## config.mk

```make
export PLATFORM = sky130hd
export DESIGN_NAME = ser_char_tx
export DESIGN_NICKNAME = d
export VERILOG_FILES = /design/src/rtl/ser_tx_pkg.sv /design/src/rtl/tx_bit_timer.sv /design/src/rtl/tx_bit_count.sv /design/src/rtl/tx_frame_sr.sv /design/src/rtl/ser_char_tx.sv
export SDC_FILE = /design/constraint.sdc
export NUM_CORES = 1
export LEC_CHECK = 0
export BUFFER_PORTS_ARGS = -buffer_cell sky130_fd_sc_hd__buf_2
export CORE_UTILIZATION = 55
export DETAILED_ROUTE_END_ITERATION = 8
export PLACE_DENSITY = 0.75
export SYNTH_ARGS = -nofsm -noshare
export SYNTH_HDL_FRONTEND = slang
export SYNTH_SLANG_ARGS = --single-unit
```

## constraint.sdc

```tcl
create_clock -name clk -period 2.2 [get_ports clk]
set_input_delay 0.44 -clock clk [delete_from_list [all_inputs] [get_ports clk]]
set_output_delay 0.44 -clock clk [all_outputs]
set_load 0.05 [all_outputs]
```

## src/rtl/ser_tx_pkg.sv

```systemverilog
package ser_tx_pkg;

   typedef enum logic {
      TX_IDLE = 1'b0,
      TX_SEND = 1'b1
   } tx_state_e;

   // width of a down-counter that must hold span-1
   function automatic int unsigned ctr_width(input int unsigned span);
      return (span > 1) ? $clog2(span) : 1;
   endfunction

endpackage

```

## src/rtl/tx_bit_timer.sv

```systemverilog
module tx_bit_timer
   import ser_tx_pkg::*;
#(
   parameter int unsigned CYC_PER_BIT = 20
)(
   input  logic clk,
   input  logic rst,
   input  logic load,
   input  logic run,
   output logic tick
);
   localparam int unsigned TW = ctr_width(CYC_PER_BIT);
   localparam logic [TW-1:0] TOP = TW'(CYC_PER_BIT - 1);

   logic [TW-1:0] cnt_q;

   // counts down through one bit period; tick marks its last cycle
   always_ff @(posedge clk or posedge rst) begin
      if (rst)
         cnt_q <= '0;
      else if (load)
         cnt_q <= TOP;
      else if (run)
         cnt_q <= (cnt_q == '0) ? TOP : cnt_q - 1'b1;
   end

   assign tick = (cnt_q == '0);
endmodule

```

## src/rtl/tx_bit_count.sv

```systemverilog
module tx_bit_count
   import ser_tx_pkg::*;
#(
   parameter int unsigned CHAR_BITS = 15
)(
   input  logic clk,
   input  logic rst,
   input  logic load,
   input  logic step,
   output logic last
);
   localparam int unsigned CW = ctr_width(CHAR_BITS);
   localparam logic [CW-1:0] TOP = CW'(CHAR_BITS - 1);

   logic [CW-1:0] cnt_q;

   // bits still to go after the current one
   always_ff @(posedge clk or posedge rst) begin
      if (rst)
         cnt_q <= '0;
      else if (load)
         cnt_q <= TOP;
      else if (step && (cnt_q != '0))
         cnt_q <= cnt_q - 1'b1;
   end

   assign last = (cnt_q == '0);
endmodule

```

## src/rtl/tx_frame_sr.sv

```systemverilog
module tx_frame_sr #(
   parameter int unsigned WORD_BITS = 12,
   parameter int unsigned CHAR_BITS = 15
)(
   input  logic                 clk,
   input  logic                 rst,
   input  logic                 load,
   input  logic                 shift,
   input  logic [WORD_BITS-1:0] data,
   input  logic                 odd_sel,
   output logic                 ser
);
   localparam int unsigned STOPS = CHAR_BITS - WORD_BITS - 2;

   logic                 par;
   logic [CHAR_BITS-1:0] frame_w;
   logic [CHAR_BITS-1:0] sr_q;
   logic [CHAR_BITS-1:0] fill_w;

   assign par     = odd_sel ^ (^data);
   assign frame_w = {{STOPS{1'b1}}, par, data, 1'b0};

   // one flop per character position; ones enter from the top so the
   // register drains to the idle level by the end of a character
   for (genvar g = 0; g < CHAR_BITS; g++) begin : g_pos
      if (g == CHAR_BITS - 1) begin : g_top
         assign fill_w[g] = 1'b1;
      end else begin : g_mid
         assign fill_w[g] = sr_q[g+1];
      end

      always_ff @(posedge clk or posedge rst) begin
         if (rst)
            sr_q[g] <= 1'b1;
         else if (load)
            sr_q[g] <= frame_w[g];
         else if (shift)
            sr_q[g] <= fill_w[g];
      end
   end

   assign ser = sr_q[0];
endmodule

```

## src/rtl/ser_char_tx.sv

```systemverilog
module ser_char_tx
   import ser_tx_pkg::*;
#(
   parameter int unsigned CYC_PER_BIT = 20,
   parameter int unsigned CHAR_BITS   = 15,
   parameter int unsigned WORD_BITS   = 12
)(
   input  logic                 clk,
   input  logic                 rst,
   input  logic                 wr_stb,
   input  logic [WORD_BITS-1:0] wr_data,
   input  logic                 odd_sel,
   output logic                 txd,
   output logic                 busy
);
   // elaboration-time parameter checks
   if (CYC_PER_BIT < 1) begin : g_bad_period
      $error("ser_char_tx: CYC_PER_BIT must be at least 1");
   end
   if (WORD_BITS < 1) begin : g_bad_word
      $error("ser_char_tx: WORD_BITS must be at least 1");
   end
   if (CHAR_BITS < WORD_BITS + 3) begin : g_bad_char
      $error("ser_char_tx: CHAR_BITS must leave room for start, parity and a stop bit");
   end

   tx_state_e state_q;
   logic      tick;
   logic      last;
   logic      sending;
   logic      final_cyc;
   logic      accept;
   logic      advance;

   assign sending   = (state_q == TX_SEND);
   assign final_cyc = sending && tick && last;
   assign accept    = wr_stb && (!sending || final_cyc);
   assign advance   = sending && tick && !last;

   always_ff @(posedge clk or posedge rst) begin
      if (rst)
         state_q <= TX_IDLE;
      else if (accept)
         state_q <= TX_SEND;
      else if (final_cyc)
         state_q <= TX_IDLE;
   end

   tx_bit_timer #(.CYC_PER_BIT(CYC_PER_BIT)) u_timer (
      .clk  (clk),
      .rst  (rst),
      .load (accept),
      .run  (sending),
      .tick (tick)
   );

   tx_bit_count #(.CHAR_BITS(CHAR_BITS)) u_count (
      .clk  (clk),
      .rst  (rst),
      .load (accept),
      .step (advance),
      .last (last)
   );

   tx_frame_sr #(.WORD_BITS(WORD_BITS), .CHAR_BITS(CHAR_BITS)) u_sr (
      .clk     (clk),
      .rst     (rst),
      .load    (accept),
      .shift   (advance),
      .data    (wr_data),
      .odd_sel (odd_sel),
      .ser     (txd)
   );

   assign busy = sending;
endmodule

```

Word-level counts from Yosys, hierarchy flattened. Index checks and enable logic that the tools add are counted.

Output and inout bits: 2. Input bits: 16. Register bits: 25.

Reduce and logical (&&, ||, !) cells: 16. Mux-type cells: 37. $add $sub $neg: 2. Bitwise gates (word level): 1.

Operator list (number): $mux W1 (32); $mux W5 (3); $reduce_xor A12 Y1 (1); $mux W4 (2); $reduce_bool A2 Y1 (4); $logic_and A1 B1 Y1 (5); $logic_not A5 Y1 (1); $sub A5 B1 Y5 const B (1); $logic_not A4 Y1 (1); $reduce_bool A4 Y1 (1); $sub A4 B1 Y4 const B (1); $logic_not A1 Y1 (2); $logic_or A1 B1 Y1 (1); $xor A1 B1 Y1 (1).

Logic depth before layout (Yosys ltp).
Depth after elaboration: 6. Gate-level depth with buffers: 8. Depth with buffers taken out: 6.

By module. From an unflattened synthesis, not the netlist that was laid out.

Cells, all modules: 128. Area total of the unflattened synthesis: 1332.5 µm².

Modules (own cells, without submodules): tx_frame_sr (area an instance 763.2 µm², cells an instance 69, sequential area each 367.9 µm², instances 1); tx_bit_timer (area an instance 279.0 µm², cells an instance 30, sequential area each 125.1 µm², instances 1); tx_bit_count (area an instance 230.2 µm², cells an instance 22, sequential area each 100.1 µm², instances 1); ser_char_tx (area an instance 60.1 µm², cells an instance 7, sequential area each 25.0 µm², instances 1).

Least setup slack after synthesis. No wires, ideal clock.

Kind: reg2reg. Start: register u_timer.cnt_q[1]. End: register u_timer.cnt_q[1]. Path slack: 0.431 ns. Data arrival time: 1.696 ns. Clock period less this slack: 1.769 ns. Setup time: 0.073 ns. Stages on the path, launching flop included: 8. Cells stage by stage: dfrtp_1 inv_1 ha_1 or4b_4 o21ai_4 and2_2 buf_6 a2bb2oi_2.

Word-level cells in the longest chain between the ends: 6. Elaborated cells between the ends (all ways): 10.

RTL lines: from (decl) (line tx_bit_timer.sv:15) `logic [TW-1:0] cnt_q;`; from (signal assigned) (line tx_bit_timer.sv:24) `cnt_q <= (cnt_q == '0) ? TOP : cnt_q - 1'b1;`; branches (longest 6 deep; another with $sub A5 B1 Y5).

Parallel ways; which one is timed is not known. The select of a mux whose other input is x is not followed. A chain may end at the register's enable or synchronous reset.

Worst setup path after layout.
Start: register u_timer.cnt_q[0]. End: register u_timer.cnt_q[1].

The elaborated chain is that of the path after synthesis.

==> results.md <==
- Status: complete, no violations
- Clock Skew: 0.0105 ns
- HP Class: input pin to async pin
- Avg Cell Area, Syn: 11.1 sq um
- Maximum fanout along the worst path: 13
- Cell Area, Synth: 1360 sq um
- Post-route ant nets: 0
- First-pass GRT wire length: 4680 um
- Die Footprint: 2670 sq um
- R2R Setup Slk: 0.17 ns
- # DRC: 0
- Post-synth ARST share: 100%
- Row Count: 17
- Max-slew headroom: 50.5%
- Vias post-DR: 1,017
- Die Ht: 51.7 um
- Max clock buf depth: 2
- Setup crit end kind: flip-flop
- Number of synthesized flops with an enable pin: 0
- Die span in x: 51.7 um
- Leakage: 0.670 nW
- Fin crit share: 92.5%
- Area after DPL: 1440 sq um
- Total CTS buffers: 3
- Max Cap Viol: 0
- Drt pass-1 iters: 4
- RSZ-0062 raised after global routing: false
- Post-route minimum period: 2.03 ns
- Vias per cell: 6.13
- Std-Cell Core Area: 2280 sq um
- Iteration-0 DRC Markers: 35
- Vias in the first global route: 1,043
- Mapped Cells: 122
- Worst path top cell family by delay: simple AND/OR/NAND/NOR gates
- CTS Sinks: 24
- Synth Warn #: 0
- GRT overflow: 0
- Cell taking the most area after synthesis: dfstp_2
- Synth-to-Final Area Change: 8.21%
- R2R depth: 6
- Max stage delay on crit path: 0.53 ns
- Most frequent cells in the layout: buf_2, dfstp_2, dfrtp_1
- Largest net degree at the start of global routing: 21
- Final Net Count: 157
- Reg2Reg Launch Point: u_timer.cnt_q[0]
- Endpoints failing hold: 0
- Fmax: 491 MHz
- CP Launch Type: flip-flop
- Clock transition at path regs: 0.13 ns
- WP data required: 2.45 ns
- Post-layout power: 1.66 mW
- Arrival time at the worst endpoint: 2.29 ns
- Syn nets: 140
- Final Setup Violations: 0
- TritonCTS clock tree: yes
- Predominant post-synthesis flop cell: dfstp_2
- Setup TNS Final: 0 ns
- Seq/Total Area, Yosys: 45.6%
- Root Driver: clkbuf_4
- Number of port buffers: 17
- Initial Util: 59.6%
- Buf+Inv Stages, Crit Path: 1
- GRT Util Overall: 23.9%
- Initial antenna violation count: 0
- Critical Path, Cell by Cell: inv_1 -> ha_1 -> or4b_4 -> o21ai_4 -> and2_2 -> a2bb2oi_2
- Seq cells post-synth: 24
- Synth top area cells: dfstp_2, dfrtp_1, a221o_1
- Finished Cell Area: 1470 sq um
- Hpwl dp: 1970 um
- WL/cell: 16.1 um
- Worst reg2reg path endpoint: u_timer.cnt_q[1]
- P per Cell Area: 1130 nW/um^2
- CP Class: flip-flop to flip-flop
- Post-CTS Setup Bufs: 0
- Worst vdd ir: 0.000567 V
- Pins Over Slew Limit: 0
- Crit-path slowest cell: or4b_4
- Most common cell after layout, fill and taps aside: buf_2
- N_diodes: 0
- Post-synth top area share: 27.1%
- Clock Latency Late Sink: 0.32 ns
- IO Pins: 18
- Unique masters post-synth: 38
- Layout cell share with drive strength beyond 1: 34.1%
- Placer congestion estimate: 0.897
- H-tree depth: 1
- Routed wire length: 2680 um
- Worst-Margin Slew: 0.741 ns
[layer usage]
layer	part of all wire, %	track usage, %
met3	4.7	2.63
met2	49	37.2
met4	1.6	11.3
met5	0	0
met1	44	33.3
[power by group]
part | total (mW) | internal (mW) | switching, mW
clock network | 0.205 | 0.0709 | 0.134
logic | 0.588 | 0.316 | 0.272
registers | 0.864 | 0.703 | 0.160
total | 1.66 | 1.09 | 0.566
[worst max path at each step]
stage | startpoint | to | slack, ns | cells after the start
4_1_cts | u_timer.cnt_q[0] | u_timer.cnt_q[1] | 0.14 | 6
3_5_place_dp | u_timer.cnt_q[1] | u_timer.cnt_q[1] | 0.18 | 6
3_3_place_gp | u_timer.cnt_q[1] | u_sr.fill_w[9] | 0.24 | 6
2_1_floorplan | u_timer.cnt_q[1] | u_timer.cnt_q[1] | 0.43 | 7
5_1_grt | u_timer.cnt_q[0] | u_sr.fill_w[3] | 0.02 | 6
6_report | u_timer.cnt_q[0] | u_timer.cnt_q[1] | 0.17 | 6
[final cells by class]
| type | count | area [sq um] |
|---|---|---|
| repair buffers | 19 | 100 |
| fillers | 182 | 808 |
| multi-input cells | 83 | 658 |
| well taps | 28 | 35.0 |
| inverters | 8 | 30.0 |
| flip-flops and latches | 24 | 618 |
| clock buffers | 4 | 26.3 |
[sequential cells by signal, indices dropped and copies added, names as in the netlist]
signal	cells
u_sr.fill_w	13
u_timer.cnt_q	5
u_count.cnt_q	4
busy	1
u_sr.ser	1
[timing repair]
| item | in CTS | in global routing |
|---|---|---|
| endpoints found under the setup margin | 0 | 1 |
| hold endpoints to repair | 0 | 0 |
| resized for setup | 0 | 0 |
| hold buffers | 0 | 0 |
[worst reg2reg max path, delay by kind of cell, from the launching register on]
kind | cells | cell delay, ns
flip-flops | 1 | 0.43
buffers and inverters | 1 | 0.07
adder cells (fa/ha/maj) | 1 | 0.22
AO/OA/AOI/OAI | 2 | 0.43
AND/OR/NAND/NOR | 2 | 0.83
[cells in the mapped netlist, types with 2 or more instances]
master and instances:
dfstp_2 14, dfrtp_1 10, a221o_1 9, nand2_1 9, and3_1 8, inv_1 8
xnor2_1 8, nor2_1 6, a221oi_1 3, buf_6 3, clkbuf_1 3, nor3_1 3
o22ai_1 3, xnor3_1 3, a21oi_1 2, and3_2 2, ha_1 2, mux2i_1 2
nand2_2 2, nand4_1 2, o21ai_0 2, xor2_1 2
[metrics by stage]
stage	util [%]	hold slack [ns]	worst slack [ns]	instances
global route	64.5	0.276	0.0156	166
floorplan	-	0.444	0.431	122
global placement	63.3	0.493	0.239	162
detailed placement	63.3	0.505	0.178	162
finish	64.5	0.230	0.165	166
CTS	64.5	0.250	0.142	166
[cell families (layout without fill, tap and decap cells)]
group / Yosys count / in the layout / synth area share [%]
and+or+nand+nor: 39 / 39 / 16.5
AOI/OAI and AO/OA: 27 / 27 / 17.3
DFF: 24 / 24 / 45.6
buffers and inverters: 15 / 31 / 5.90
xor gates and xnor gates: 13 / 13 / 11.4
adders and majority gates: 2 / 2 / 1.84
muxes: 2 / 2 / 1.48
Note: power is estimated with default switching activity, not from simulation.
